==> src/rtl/tt_pkg.sv <==
// Shared constants for the tick timer: register word map and control bit
// positions. Assumes a 32-bit register port with word addressing.
package tt_pkg;
    localparam int CTRL_EN_BIT   = 0;
    localparam int CTRL_IE_BIT   = 1;
    localparam int CTRL_SRC_BIT  = 2;
    localparam int STAT_WRAP_BIT = 16;

    typedef enum logic [1:0] {
        REG_CTRL    = 2'd0,
        REG_PERIOD  = 2'd1,
        REG_LIVE    = 2'd2,
        REG_TOTAL   = 2'd3
    } reg_sel_e;
endpackage

==> src/rtl/tt_ref_sync.sv <==
// Reference strobe synchroniser and rising-edge detector.
// Assumes ref_in is asynchronous and slower than clk. Produces a one-cycle
// pulse per rising edge, STAGES cycles after capture.
module tt_ref_sync #(
    parameter int STAGES = 2
) (
    input  logic clk,
    input  logic rst_n,
    input  logic ref_in,
    output logic edge_pulse
);
    localparam int LAST = STAGES;

    logic [LAST:0] shift_q;

    // First capture flop of the strobe.
    always_ff @(posedge clk) begin
        if (!rst_n) shift_q[0] <= 1'b0;
        else        shift_q[0] <= ref_in;
    end

    genvar g;
    generate
        for (g = 1; g <= LAST; g++) begin : g_stage
            // Further synchroniser / history stage.
            always_ff @(posedge clk) begin
                if (!rst_n) shift_q[g] <= 1'b0;
                else        shift_q[g] <= shift_q[g-1];
            end
        end
    endgenerate

    assign edge_pulse = shift_q[LAST-1] & ~shift_q[LAST];

    p_pulse_isolated_r8 : assert property (@(posedge clk) disable iff (!rst_n)
        edge_pulse |=> !edge_pulse);
endmodule

==> src/rtl/tt_core.sv <==
// Counting engine: live count, wrap flag, interrupt pulse and cycle sum.
// Assumes tick, clear_live and rd_status are single-cycle qualifiers from
// the register block; clear_live has priority over tick.
module tt_core #(
    parameter int CNT_W = 24,
    parameter int TOT_W = 32
) (
    input  logic             clk,
    input  logic             rst_n,
    input  logic             tick,
    input  logic             clear_live,
    input  logic             rd_status,
    input  logic             irq_en,
    input  logic [CNT_W-1:0] period,
    output logic [CNT_W-1:0] live,
    output logic             wrap_flag,
    output logic             irq,
    output logic [TOT_W-1:0] total
);
    localparam int PAD_W = TOT_W - CNT_W;

    logic [CNT_W-1:0] live_q;
    logic             flag_q;
    logic             irq_q;
    logic [TOT_W-1:0] sum_q;
    logic             at_zero;
    logic             at_one;
    logic             wrap_evt;
    logic             refill_evt;
    logic [TOT_W-1:0] period_ext;
    logic [TOT_W-1:0] live_ext;

    assign at_zero    = (live_q == '0);
    assign at_one     = (live_q == CNT_W'(1));
    assign wrap_evt   = tick && at_one && !clear_live;
    assign refill_evt = tick && at_zero && !clear_live;
    assign period_ext = {{PAD_W{1'b0}}, period};
    assign live_ext   = {{PAD_W{1'b0}}, live_q};

    // Live count: forced clear, refill at zero, otherwise step down.
    always_ff @(posedge clk) begin
        if (!rst_n)          live_q <= '0;
        else if (clear_live) live_q <= '0;
        else if (tick) begin
            if (at_zero) live_q <= period;
            else         live_q <= live_q - CNT_W'(1);
        end
    end

    // Sticky wrap flag: a wrap wins over a clearing read.
    always_ff @(posedge clk) begin
        if (!rst_n)                       flag_q <= 1'b0;
        else if (wrap_evt)                flag_q <= 1'b1;
        else if (clear_live || rd_status) flag_q <= 1'b0;
    end

    // One-cycle interrupt pulse per wrap when enabled.
    always_ff @(posedge clk) begin
        if (!rst_n) irq_q <= 1'b0;
        else        irq_q <= wrap_evt && irq_en;
    end

    // Running sum of whole periods, advanced at each refill.
    always_ff @(posedge clk) begin
        if (!rst_n)          sum_q <= '0;
        else if (refill_evt) sum_q <= sum_q + period_ext + TOT_W'(1);
    end

    assign live      = live_q;
    assign wrap_flag = flag_q;
    assign irq       = irq_q;
    assign total     = sum_q + period_ext - live_ext;

    p_irq_isolated_r5 : assert property (@(posedge clk) disable iff (!rst_n)
        irq |=> !irq);
    p_irq_with_flag_r4 : assert property (@(posedge clk) disable iff (!rst_n)
        irq |-> wrap_flag);
    p_refill_r3 : assert property (@(posedge clk) disable iff (!rst_n)
        (tick && live == '0 && !clear_live) |=> (live == $past(period)));
    p_step_r2 : assert property (@(posedge clk) disable iff (!rst_n)
        (tick && live != '0 && !clear_live) |=> (live == $past(live) - CNT_W'(1)));
    p_clear_r6 : assert property (@(posedge clk) disable iff (!rst_n)
        clear_live |=> (live == '0 && !wrap_flag));
    p_hold_r7 : assert property (@(posedge clk) disable iff (!rst_n)
        (!tick && !clear_live) |=> $stable(live));
    p_zero_quiet_r10 : assert property (@(posedge clk) disable iff (!rst_n)
        (period == '0 && live == '0) |=> !irq);
    p_sum_hold_r9 : assert property (@(posedge clk) disable iff (!rst_n)
        !refill_evt |=> $stable(sum_q));
endmodule

==> src/rtl/tt_regs.sv <==
// Register block: control bits, period register, access decode, read mux.
// Assumes a single-cycle request; read data is combinational in that cycle.
module tt_regs
    import tt_pkg::*;
#(
    parameter int DATA_W = 32,
    parameter int CNT_W  = 24,
    parameter int TOT_W  = 32
) (
    input  logic              clk,
    input  logic              rst_n,
    input  logic              req,
    input  logic              we,
    input  logic [1:0]        addr,
    input  logic [DATA_W-1:0] wdata,
    output logic [DATA_W-1:0] rdata,
    input  logic [CNT_W-1:0]  live,
    input  logic              wrap_flag,
    input  logic [TOT_W-1:0]  total,
    output logic              run_en,
    output logic              irq_en,
    output logic              core_src,
    output logic [CNT_W-1:0]  period,
    output logic              clear_live,
    output logic              rd_status
);
    reg_sel_e sel;
    logic     wr_ctrl;
    logic     wr_period;
    logic     en_q, ie_q, src_q;
    logic [CNT_W-1:0] period_q;

    assign sel        = reg_sel_e'(addr);
    assign wr_ctrl    = req && we && (sel == REG_CTRL);
    assign wr_period  = req && we && (sel == REG_PERIOD);
    assign clear_live = req && we && (sel == REG_LIVE);
    assign rd_status  = req && !we && (sel == REG_CTRL);

    // Control bits: run enable, interrupt enable, source select.
    always_ff @(posedge clk) begin
        if (!rst_n) begin
            en_q  <= 1'b0;
            ie_q  <= 1'b0;
            src_q <= 1'b0;
        end else if (wr_ctrl) begin
            en_q  <= wdata[CTRL_EN_BIT];
            ie_q  <= wdata[CTRL_IE_BIT];
            src_q <= wdata[CTRL_SRC_BIT];
        end
    end

    // Period register keeps only the counter-width bits.
    always_ff @(posedge clk) begin
        if (!rst_n)         period_q <= '0;
        else if (wr_period) period_q <= wdata[CNT_W-1:0];
    end

    // Read mux with zero fill of unused bits.
    always_comb begin
        rdata = '0;
        unique case (sel)
            REG_CTRL: begin
                rdata[CTRL_EN_BIT]   = en_q;
                rdata[CTRL_IE_BIT]   = ie_q;
                rdata[CTRL_SRC_BIT]  = src_q;
                rdata[STAT_WRAP_BIT] = wrap_flag;
            end
            REG_PERIOD: rdata = DATA_W'(period_q);
            REG_LIVE:   rdata = DATA_W'(live);
            REG_TOTAL:  rdata = DATA_W'(total);
        endcase
    end

    assign run_en   = en_q;
    assign irq_en   = ie_q;
    assign core_src = src_q;
    assign period   = period_q;

    p_period_write_r11 : assert property (@(posedge clk) disable iff (!rst_n)
        wr_period |=> (period == $past(wdata[CNT_W-1:0])));
    p_ctrl_keep_r7 : assert property (@(posedge clk) disable iff (!rst_n)
        !wr_ctrl |=> $stable(run_en));
endmodule

==> src/rtl/tick_timer.sv <==
// Top level of the periodic reload tick timer. Joins the register block,
// the reference-strobe synchroniser and the counting engine, and picks the
// tick source. Assumes one clock domain apart from ref_tick_in.
module tick_timer #(
    parameter int DATA_W      = 32,
    parameter int CNT_W       = 24,
    parameter int TOT_W       = 32,
    parameter int SYNC_STAGES = 2
) (
    input  logic              clk,
    input  logic              rst_n,
    input  logic              bus_req,
    input  logic              bus_we,
    input  logic [1:0]        bus_addr,
    input  logic [DATA_W-1:0] bus_wdata,
    output logic [DATA_W-1:0] bus_rdata,
    input  logic              ref_tick_in,
    output logic              tick_irq
);
    logic             run_en, irq_en, core_src;
    logic             clear_live, rd_status;
    logic [CNT_W-1:0] period, live;
    logic             wrap_flag;
    logic [TOT_W-1:0] total;
    logic             ref_pulse;
    logic             tick;

    tt_regs #(.DATA_W(DATA_W), .CNT_W(CNT_W), .TOT_W(TOT_W)) u_regs (
        .clk(clk), .rst_n(rst_n),
        .req(bus_req), .we(bus_we), .addr(bus_addr),
        .wdata(bus_wdata), .rdata(bus_rdata),
        .live(live), .wrap_flag(wrap_flag), .total(total),
        .run_en(run_en), .irq_en(irq_en), .core_src(core_src),
        .period(period), .clear_live(clear_live), .rd_status(rd_status)
    );

    tt_ref_sync #(.STAGES(SYNC_STAGES)) u_sync (
        .clk(clk), .rst_n(rst_n), .ref_in(ref_tick_in), .edge_pulse(ref_pulse)
    );

    assign tick = run_en && (core_src || ref_pulse);

    tt_core #(.CNT_W(CNT_W), .TOT_W(TOT_W)) u_core (
        .clk(clk), .rst_n(rst_n),
        .tick(tick), .clear_live(clear_live), .rd_status(rd_status),
        .irq_en(irq_en), .period(period),
        .live(live), .wrap_flag(wrap_flag), .irq(tick_irq), .total(total)
    );

    p_no_tick_when_stopped_r7 : assert property (@(posedge clk) disable iff (!rst_n)
        (!run_en && !clear_live) |=> $stable(live));
endmodule

==> config.mk <==
export PLATFORM = sky130hd
export DESIGN_NAME = tick_timer
export DESIGN_NICKNAME = d
export VERILOG_FILES = /design/src/rtl/tt_pkg.sv /design/src/rtl/tt_ref_sync.sv /design/src/rtl/tt_core.sv /design/src/rtl/tt_regs.sv /design/src/rtl/tick_timer.sv
export SDC_FILE = /design/constraint.sdc
export NUM_CORES = 1
export LEC_CHECK = 0
export BUFFER_PORTS_ARGS = -buffer_cell sky130_fd_sc_hd__buf_2
export CAP_MARGIN = 20
export CORE_UTILIZATION = 56
export CTS_CLUSTER_SIZE = 20
export DETAILED_ROUTE_END_ITERATION = 6
export GPL_TIMING_DRIVEN = 0
export PLACE_DENSITY = 0.9
export SKIP_CTS_REPAIR_TIMING = 1
export SYNTH_ARGS = -nofsm -noshare
export SYNTH_HDL_FRONTEND = slang
export SYNTH_SLANG_ARGS = --single-unit
==> constraint.sdc <==
create_clock -name clk -period 4.6 [get_ports clk]
set_input_delay 0.46 -clock clk [delete_from_list [all_inputs] [get_ports clk]]
set_output_delay 0.46 -clock clk [all_outputs]
set_load 0.1 [all_outputs]
# After elaboration in Yosys (flattened, before gate mapping)
# Cells that the tools add are included.
[totals]
wordCells = 49
out_inout_bits = 33
register_bits = 88
[classes]
bitwise_logic = 3
eq_ne = 4
add_sub_neg = 4
mux = 7
reduce_logical = 20
[ops]
columns = ["cell", "count"]
rows = [
  ["case mux 15 bit (3 select lines)", 1],
  ["case mux 13 bit (3 select lines)", 1],
  ["adder 32 x 1 -> 32 bit, second input constant", 1],
  ["adder 32 x 24 -> 32 bit", 1],
  ["subtractor 32 x 24 -> 32 bit", 1],
  ["== test 24 x 1 -> 1 bit, second input constant", 1],
  ["zero test 24 bit", 1],
  ["2-to-1 mux 24 bit", 1],
  ["subtractor 24 x 1 -> 24 bit, second input constant", 1],
  ["logical AND 1 bit", 12],
  ["case mux 3 bit (4 select lines)", 1],
  ["== test 2 bit, second input constant", 2],
  ["case mux 1 bit (4 select lines)", 1],
  ["== test 2 x 1 -> 1 bit, second input constant", 1],
  ["zero test 1 bit", 2],
  ["zero test 2 bit", 1],
  ["logical OR 1 bit", 2],
  ["2-to-1 mux 1 bit", 2],
  ["NOT 1 bit", 2],
  ["nonzero test 2 bit", 1],
  ["OR reduction 2 bit", 1],
  ["AND 1 bit", 1],
]

# Longest topological paths before layout
# Gate-level depths: netlist of run 1.
[logic_depth]
depth_word = 7
depth_mapped = 19

# Modules after synthesis
# Synthesis of run 1 repeated with hierarchy kept, for this count alone.
[hier_totals]
cells_unflattened = 1073
hier_area_um2 = 8241.7
[modules_own_cells]
columns = ["module", "area_each_um2", "seq_area_each_um2", "instances", "cells_each"]
rows = [
  ["tt_core", 6433.7, 1161.1, 1, 884],
  ["tt_regs", 1707.9, 540.5, 1, 181],
  ["tt_ref_sync", 92.6, 60.1, 1, 7],
  ["tick_timer", 7.5, 0.0, 1, 1],
]

# Worst setup path after synthesis of run 1
# No wires, ideal clock.
[synth_path]
path_kind = "reg2out"
start = "reg u_regs.period_q[0] (netlist: u_regs.period[0])"
end = "out bus_rdata[27]"
arrival_time_ns = 6.032
setup_slack_ns = -1.892
t_required_ns = 4.140
path_stages_with_launch = 16
path_buffers = 0
cell_sequence = "dfxtp_1 ha_1 fa_1 a21o_1 a221oi_2 a21oi_1 xor2_1 ha_1 nand4_1 a2111oi_0 o31ai_1 a31oi_1 o221ai_1 a31oi_1 nor3_1 nor3b_1"
[synth_between]
elab_chain_len = 3
[synth_lines]
columns = ["element", "line_no", "text"]
rows = [
  ["start, declared", "tt_regs.sv:31", "logic [CNT_W-1:0] period_q;"],
  ["start signal, assigned", "tt_regs.sv:55", "else if (wr_period) period_q <= wdata[CNT_W-1:0];"],
  ["adder 32 x 24 -> 32 bit", "tt_core.sv:72", "assign total = sum_q + period_ext - live_ext;"],
  ["subtractor 32 x 24 -> 32 bit", "tt_core.sv:72", ""],
  ["case mux 15 bit (3 select lines)", "tt_regs.sv:61", "unique case (sel)"],
  ["end, declared", "tick_timer.sv:16", "output logic [DATA_W-1:0] bus_rdata,"],
]
# Every way passes these cells.

# Worst setup path in the final report of run 1
[layout_path]
start = "reg u_regs.period_q[2] (netlist: u_regs.period[2])"
end = "out bus_rdata[30]"
# The elaborated chain is that of the path after synthesis.

==> results.yml, run 1 <==
status:
  outcome: "complete, but fails checks"
  violations: "DRC, setup timing"
setup_path:
  ff2ff_path_depth: 14
  critPathRequiredTime_ps: 4140
  path_max_fanout: 5
  slowest_stage: "dfxtp_2"
  crit_path_cell_trace: "ha_1, o211ai_1, o21a_2, o2bb2ai_4, o21a_2, xnor2_4, inv_1, ha_1, a21o_1, a21o_1, a221o_1, nor3_1, o31a_1, o31ai_4, a211o_1, o21ai_1, nor3b_4, buf_12"
  critPathArrivalTime_ps: 5120
  r2r_start: "u_regs.period[0]"
  start_kind: "register"
  worstSetupStartpoint: "u_regs.period[2]"
  slowest_delay_ps: 370
  path_class: "reg2out"
  endpoint_kind: "primary output"
yosys:
  yosysTopAreaCellShare: 0.220
  syn_area_um2: 8020
  ys_ff_latch: 88
  yosys.cell_types.count: 86
  synthesis.instances: 1091
  synth.area.top_cells: "dfxtp_1 22%, ha_1 8.1%, nand2_1 7.4%"
  synth.avg_cell_area_um2: 7.35
  synth_edf_count: 0
  synth_flop_cell: "dfxtp_1"
  synthArstFlopShare: 0
  synth_top_cell_by_area: "dfxtp_1"
  yosysSeqAreaShare: 0.220
  synth_nets: 1184
  ys_warn_count: 0
drt:
  wl_um: 31100
  vias_per_cell: 6.93
  dr.pass1.iters: 7
  ant_nets: 0
  vias: 9504
  drt_iter0_drc: 1387
  avgRoutedWirePerCell_um: 22.7
  drc: 4
sta:
  slew_headroom: 0.194
  report.final.setup_viol: 24
  finalCritPeriodShare: 1.21
  setup_ws_ps: -983
  tightest_slew_ps: 1200
  min_period_ps: 5580
  clock_skew_ps: 12.3
  drv_slew: 0
  hold_violations: 0
  rsz0062_at_grt: "yes"
  clock.fmax_mhz: 179
global_route:
  grt_overflow: 0
  grt_max_degree: 16
  grt_pass1_wl_um: 42400
  antenna_found_initial: 0
  first_global_vias: 8213
  grt_usage: 0.376
clock_tree:
  clkSinkCount: 88
  clk_latency_ps: 370
  h-tree-depth: 3
  cts_buffers: 9
  cts_tree: "yes"
  clock_path_buffers: 2
  clk_pin_slew_ps: 70
  clockRootBuffer: "clkbuf_16"
placement:
  place_ws_ps: -862
  placed_area_um2: 8890
  gp_congestion: 0.995
  hpwlAfterDp_um: 20400
  numPortBuffers: 61
cells_and_area:
  final_cell_mix: "159 x nand2_1, 96 x a21oi_1, 79 x dfxtp_1"
  syn_to_final_growth_pct: 28.0
  final_area_um2: 10300
  fill_cells: 938
  diodes: 0
  nets: 1280
  final_common_cell: "nand2_1"
  layout-drive-gt1-share: 0.213
pwr:
  vdd_drop_max_mv: 0.170
  powerDensity_nw_per_um2: 237
  power_mw: 2.43
  power_leakage_nw: 3.97
floorplanning:
  initial_core_util: 0.575
  die_x_um: 122
  row_count: 43
  dieHeight_um: 122
  io_pins: 72
  core_area_um2: 13900
  die-area_um2: 14800
worst_hold_path:
  min_path_cells: 3
  min_from: "bus_wdata[14]"
  hold_class: "in2reg"
run:
  cap_violations: 0
-- sequential cells by signal (all words and copies together) (netlist names) --
name,count
u_core.irq,1
u_core.live,24
u_core.sum_q,32
u_core.wrap_flag,1
u_regs.core_src,1
u_regs.irq_en,1
u_regs.period,24
u_regs.run_en,1
u_sync.shift_q,3
-- metal layers --
metal | vias to the layer above | routed length (um) | track usage
met5 | - | 0 | 0
met4 | 0 | 2530 | 0.219
met3 | 236 | 4140 | 0.0950
met2 | 743 | 13400 | 0.583
met1 | 4353 | 11000 | 0.470
li1 | 4172 | - | -
-- worst paths after layout --
check / endpoint / slack [ps]
max: bus_rdata[30] / -980
min: u_regs.period[14] / 320
max reg2reg: u_core.sum_q[30] / 670
min reg2reg: u_sync.shift_q[2] / 450
-- report_power, final --
part           switching, mW  total [mW]  internal, mW
Sequential            0.0127       0.781         0.769
Clock                  0.355       0.890         0.534
Combinational          0.479       0.760         0.280
-- kinds of logic (layout without fill, tap and decap cells) --
group | after synthesis | count (layout) | share of synthesized area
xor+xnor | 64 | 64 | 0.0699
buf+inv | 114 | 215 | 0.0565
simple gates | 392 | 392 | 0.236
flops | 88 | 88 | 0.220
compound gates | 357 | 357 | 0.297
mux | 22 | 22 | 0.0337
fa+ha+maj | 54 | 54 | 0.0862
-- cell type report --
cell class / count / area, um^2 / area share
buffer: 59 / 246 / 0.0240
inverter: 52 / 195 / 0.0190
multi-input combinational: 889 / 6640 / 0.647
tap: 180 / 225 / 0.0220
timing repair buffer: 88 / 835 / 0.0813
clock inverter: 6 / 115 / 0.0112
clock buffer: 10 / 229 / 0.0223
sequential: 88 / 1780 / 0.173
-- cell usage after synthesis, drive strengths merged, types with 8 or more instances --
library cell / instances
nand2: 159
a21oi: 113
dfxtp: 88
o21ai: 72
nor2: 70
ha: 52
inv: 51
clkbuf: 46
xnor2: 46
nor3: 29
nand3: 28
a211oi: 25
a21o: 20
and3: 18
mux2i: 18
nand4: 18
xor2: 18
o21a: 17
buf: 16
and2: 14
a221oi: 12
nand2b: 12
o211ai: 9
a211o: 8
a31oi: 8
nor4: 8
o22ai: 8
-- metrics by stage --
stage | util | hold WS [ps] | setup TNS (ps) | std cells
global placement | 0.637 | 416 | -10500 | 1332
floorplan | - | 412 | -1240 | 1091
detailed placement | 0.638 | 437 | -11740 | 1333
global route | 0.736 | 315 | -16070 | 1372
CTS | 0.663 | 325 | -21140 | 1349
finish | 0.736 | 316 | -13740 | 1372
-- worst max-delay path, delay by kind of cell, from the launching register on --
kind	cells	cell delay [ps]
adder cells (fa/ha/maj)	2	730
AO/OA/AOI/OAI	11	2620
XOR/XNOR	1	190
AND/OR/NAND/NOR	2	500
buffers and inverters	2	330
flip-flops	1	370
No activity file was read; power rests on OpenSTA's default activity.
==> run 2, diff against run 1 <==
--- a/config.mk
+++ b/config.mk
@@ -5,13 +5,14 @@
 export SDC_FILE = /design/constraint.sdc
 export NUM_CORES = 1
 export LEC_CHECK = 0
+export ABC_AREA = 1
 export BUFFER_PORTS_ARGS = -buffer_cell sky130_fd_sc_hd__buf_2
 export CAP_MARGIN = 20
-export CORE_UTILIZATION = 56
+export CORE_UTILIZATION = 61
 export CTS_CLUSTER_SIZE = 20
 export DETAILED_ROUTE_END_ITERATION = 6
 export GPL_TIMING_DRIVEN = 0
-export PLACE_DENSITY = 0.9
+export PLACE_DENSITY = 0.83
 export SKIP_CTS_REPAIR_TIMING = 1
 export SYNTH_ARGS = -nofsm -noshare
 export SYNTH_HDL_FRONTEND = slang
==> constraint.sdc (replaced) <==
create_clock -name clk -period 7.1 [get_ports clk]
set_input_delay 0.71 -clock clk [delete_from_list [all_inputs] [get_ports clk]]
set_output_delay 0.71 -clock clk [all_outputs]
set_load 0.1 [all_outputs]
==> run 2 against run 1 <==
The run now ends clean; clock power fell by 44%; combinational power shrank 37%; critical path depth is the same; routed wire length is 5.0% lower; worst hold slack better by 120 ps.
==> results.yml, run 2 <==
cells_and_area:
  layout-drive-gt1-share: 0.0867
  largest_register_ffs: 32
  nets: 1680
  fill_cells: 1367
  final_area_um2: 9620
  final_cell_mix: "416 x nand2_1, 241 x inv_1, 153 x nor2_1"
  diodes: 0
  largest_register: "u_core.sum_q"
  final_common_cell: "nand2_1"
  syn_to_final_growth_pct: 9.65
  final-instance-count-excl-fill: 1772
yosys:
  synth_nets: 1606
  synthArstFlopShare: 0
  yosysTopAreaCellShare: 0.201
  synth_flop_cell: "dfxtp_1"
  yosys.cell_types.count: 48
  synth.avg_cell_area_um2: 5.80
  synth.area.top_cells: "dfxtp_1 20%, nand2_1 18%, inv_1 10%"
  ys_ff_latch: 88
  synth_most_common_cell: "nand2_1"
  yosysSeqAreaShare: 0.201
  synth_top_cell_by_area: "dfxtp_1"
  synth_edf_count: 0
  synth_common_cells: "416 x nand2_1, 241 x inv_1, 153 x nor2_1, 137 x a21oi_1, 110 x o21ai_0"
  ys_warn_count: 0
  synthesis.instances: 1513
  syn_area_um2: 8780
sta:
  min_period_ps: 5390
  hold_violations: 0
  slew_headroom: 0.460
  clock.fmax_mhz: 186
  drv_slew: 0
  report.final.setup_viol: 0
  rsz0062_at_grt: "no"
  tns_ps: 0
  tightest_slew_ps: 802
  whs_ps: 435
  clock_skew_ps: 8.81
  finalCritPeriodShare: 0.759
setup_path:
  r2r_start: "u_regs.period[0]"
  crit_top_cell: "nand2_1"
  critPathRequiredTime_ps: 6390
  rrSetupSlack_ps: 3830
  ff2ff_path_depth: 15
  r2r_end: "u_core.sum_q[28]"
  endpoint_kind: "primary output"
  path_class: "reg2out"
  slowest_delay_ps: 660
  path_buf_inv: 3
  critPathArrivalTime_ps: 4680
  critPathTopFamily: "compound AO/OA/AOI/OAI gates"
  worstSetupStartpoint: "u_regs.period[0]"
  start_kind: "register"
  slowest_stage: "o21ai_0"
  path_max_fanout: 6
  crit_path_cell_trace: "ha_1, fa_1, inv_1, nand2_1, nand2_1, inv_1, ha_1, nand2_1, o21ai_0, a21oi_1, o21ai_0, nand3_1, nand3_1, nand4_1, nand2_1, o21ai_0, a21oi_1, buf_2"
drt:
  ant_nets: 0
  wl_um: 29600
  vias: 10300
  avgRoutedWirePerCell_um: 16.7
  drc: 0
  drt_iter0_drc: 956
  vias_per_cell: 5.80
  dr.pass1.iters: 6
placement:
  numPortBuffers: 63
  dpl.cell_count: 1756
  gp_congestion: 0.981
  hpwlAfterDp_um: 24200
  placed_area_um2: 9320
worst_hold_path:
  min_path_cells: 2
  min_from: "u_sync.shift_q[0]"
  holdPathEnd: "u_sync.shift_q[1]"
  hold_class: "reg2reg"
pwr:
  vdd_drop_max_mv: 0.174
  power_leakage_nw: 4.98
  powerDensity_nw_per_um2: 155
clock_tree:
  h-tree-depth: 3
  clockRootBuffer: "clkbuf_16"
  cts_tree: "yes"
  clkSinkCount: 88
  clk_latency_ps: 360
  clock_path_buffers: 2
  cts_buffers: 9
  clk_pin_slew_ps: 70
floorplanning:
  core_area_um2: 13900
  initial_core_util: 0.630
  io_pins: 72
  die-area_um2: 14900
  row_count: 43
  dieHeight_um: 122
  die_x_um: 122
status:
  outcome: "complete, no violations"
global_route:
  grt_overflow: 0
  grt_usage: 0.405
  antenna_found_initial: 0
  first_global_vias: 8913
  grt_max_degree: 20
  grt_pass1_wl_um: 45500
run:
  cap_violations: 0
run 2: changes by cell type in the layout (fill, tap and decap cells not counted), sizes merged, moves of 18 or more:
cell / delta
xnor2: -40
a21oi: +29
mux2i: -18
nor2: +98
clkbuf: -22
nand2: +275
o21ai: +39
a21o: -18
nand3: +63
inv: +196
and3: -18
buf: -30
a211oi: -24
run 2: metal layers:
metal  GRT usage  up-vias  share of wire  wire [um]
met3      0.0890       99           0.10       3050
met2       0.617      529           0.43      12600
li1            -     5060              -          -
met1       0.531     4591           0.42      12400
met5           0        -              0          0
met4       0.219        0          0.050       1470
run 2: worst max path at each step:
stage,end,slack (ps),depth (start not counted)
after CTS,bus_rdata[27],1820,18
after floorplan,bus_rdata[27],2020,21
after detailed placement,bus_rdata[27],2240,18
final,bus_rdata[27],1710,18
after global placement,bus_rdata[27],2330,18
after global routing,bus_rdata[27],1490,18
run 2: cell type report:
type | count | area (um^2) | share of cell area
flip-flops and latches | 88 | 1760 | 0.183
multi-input cells | 1147 | 5970 | 0.620
inverters | 245 | 920 | 0.0956
clock inverters | 7 | 81.3 | 0.00845
plain buffers | 33 | 130 | 0.0135
repair buffers | 63 | 315 | 0.0328
clock buffers | 9 | 225 | 0.0234
well taps | 180 | 225 | 0.0234
run 2: worst min-delay path, cell delays in order, from the launching register on:
cell and delay (ps):
dfxtp_1 320, nand2_1 50, inv_1 40
run 2: kinds of logic (layout without fill, tap and decap cells):
family          after synthesis  in the layout  synth area share
fa+ha+maj                    54             54            0.0787
simple gates                752            752             0.371
xor+xnor                     37             37            0.0378
compound gates              304            304             0.193
flops                        88             88             0.201
buf+inv                     278            357             0.120
run 2: metrics by stage:
stage	worst slack (ps)	total power, mW	util
global placement	2330	0.988	0.669
detailed placement	2240	0.990	0.669
CTS	1820	1.48	0.691
finish	1710	1.49	0.691
floorplan	2020	0.886	-
global route	1490	1.54	0.691
run 2: report_power, final:
group | leakage [nW] | switching, mW | internal [mW]
combinational | 4.11 | 0.365 | 0.115
clock | 0.150 | 0.245 | 0.252
sequential | 0.711 | 0.0102 | 0.502
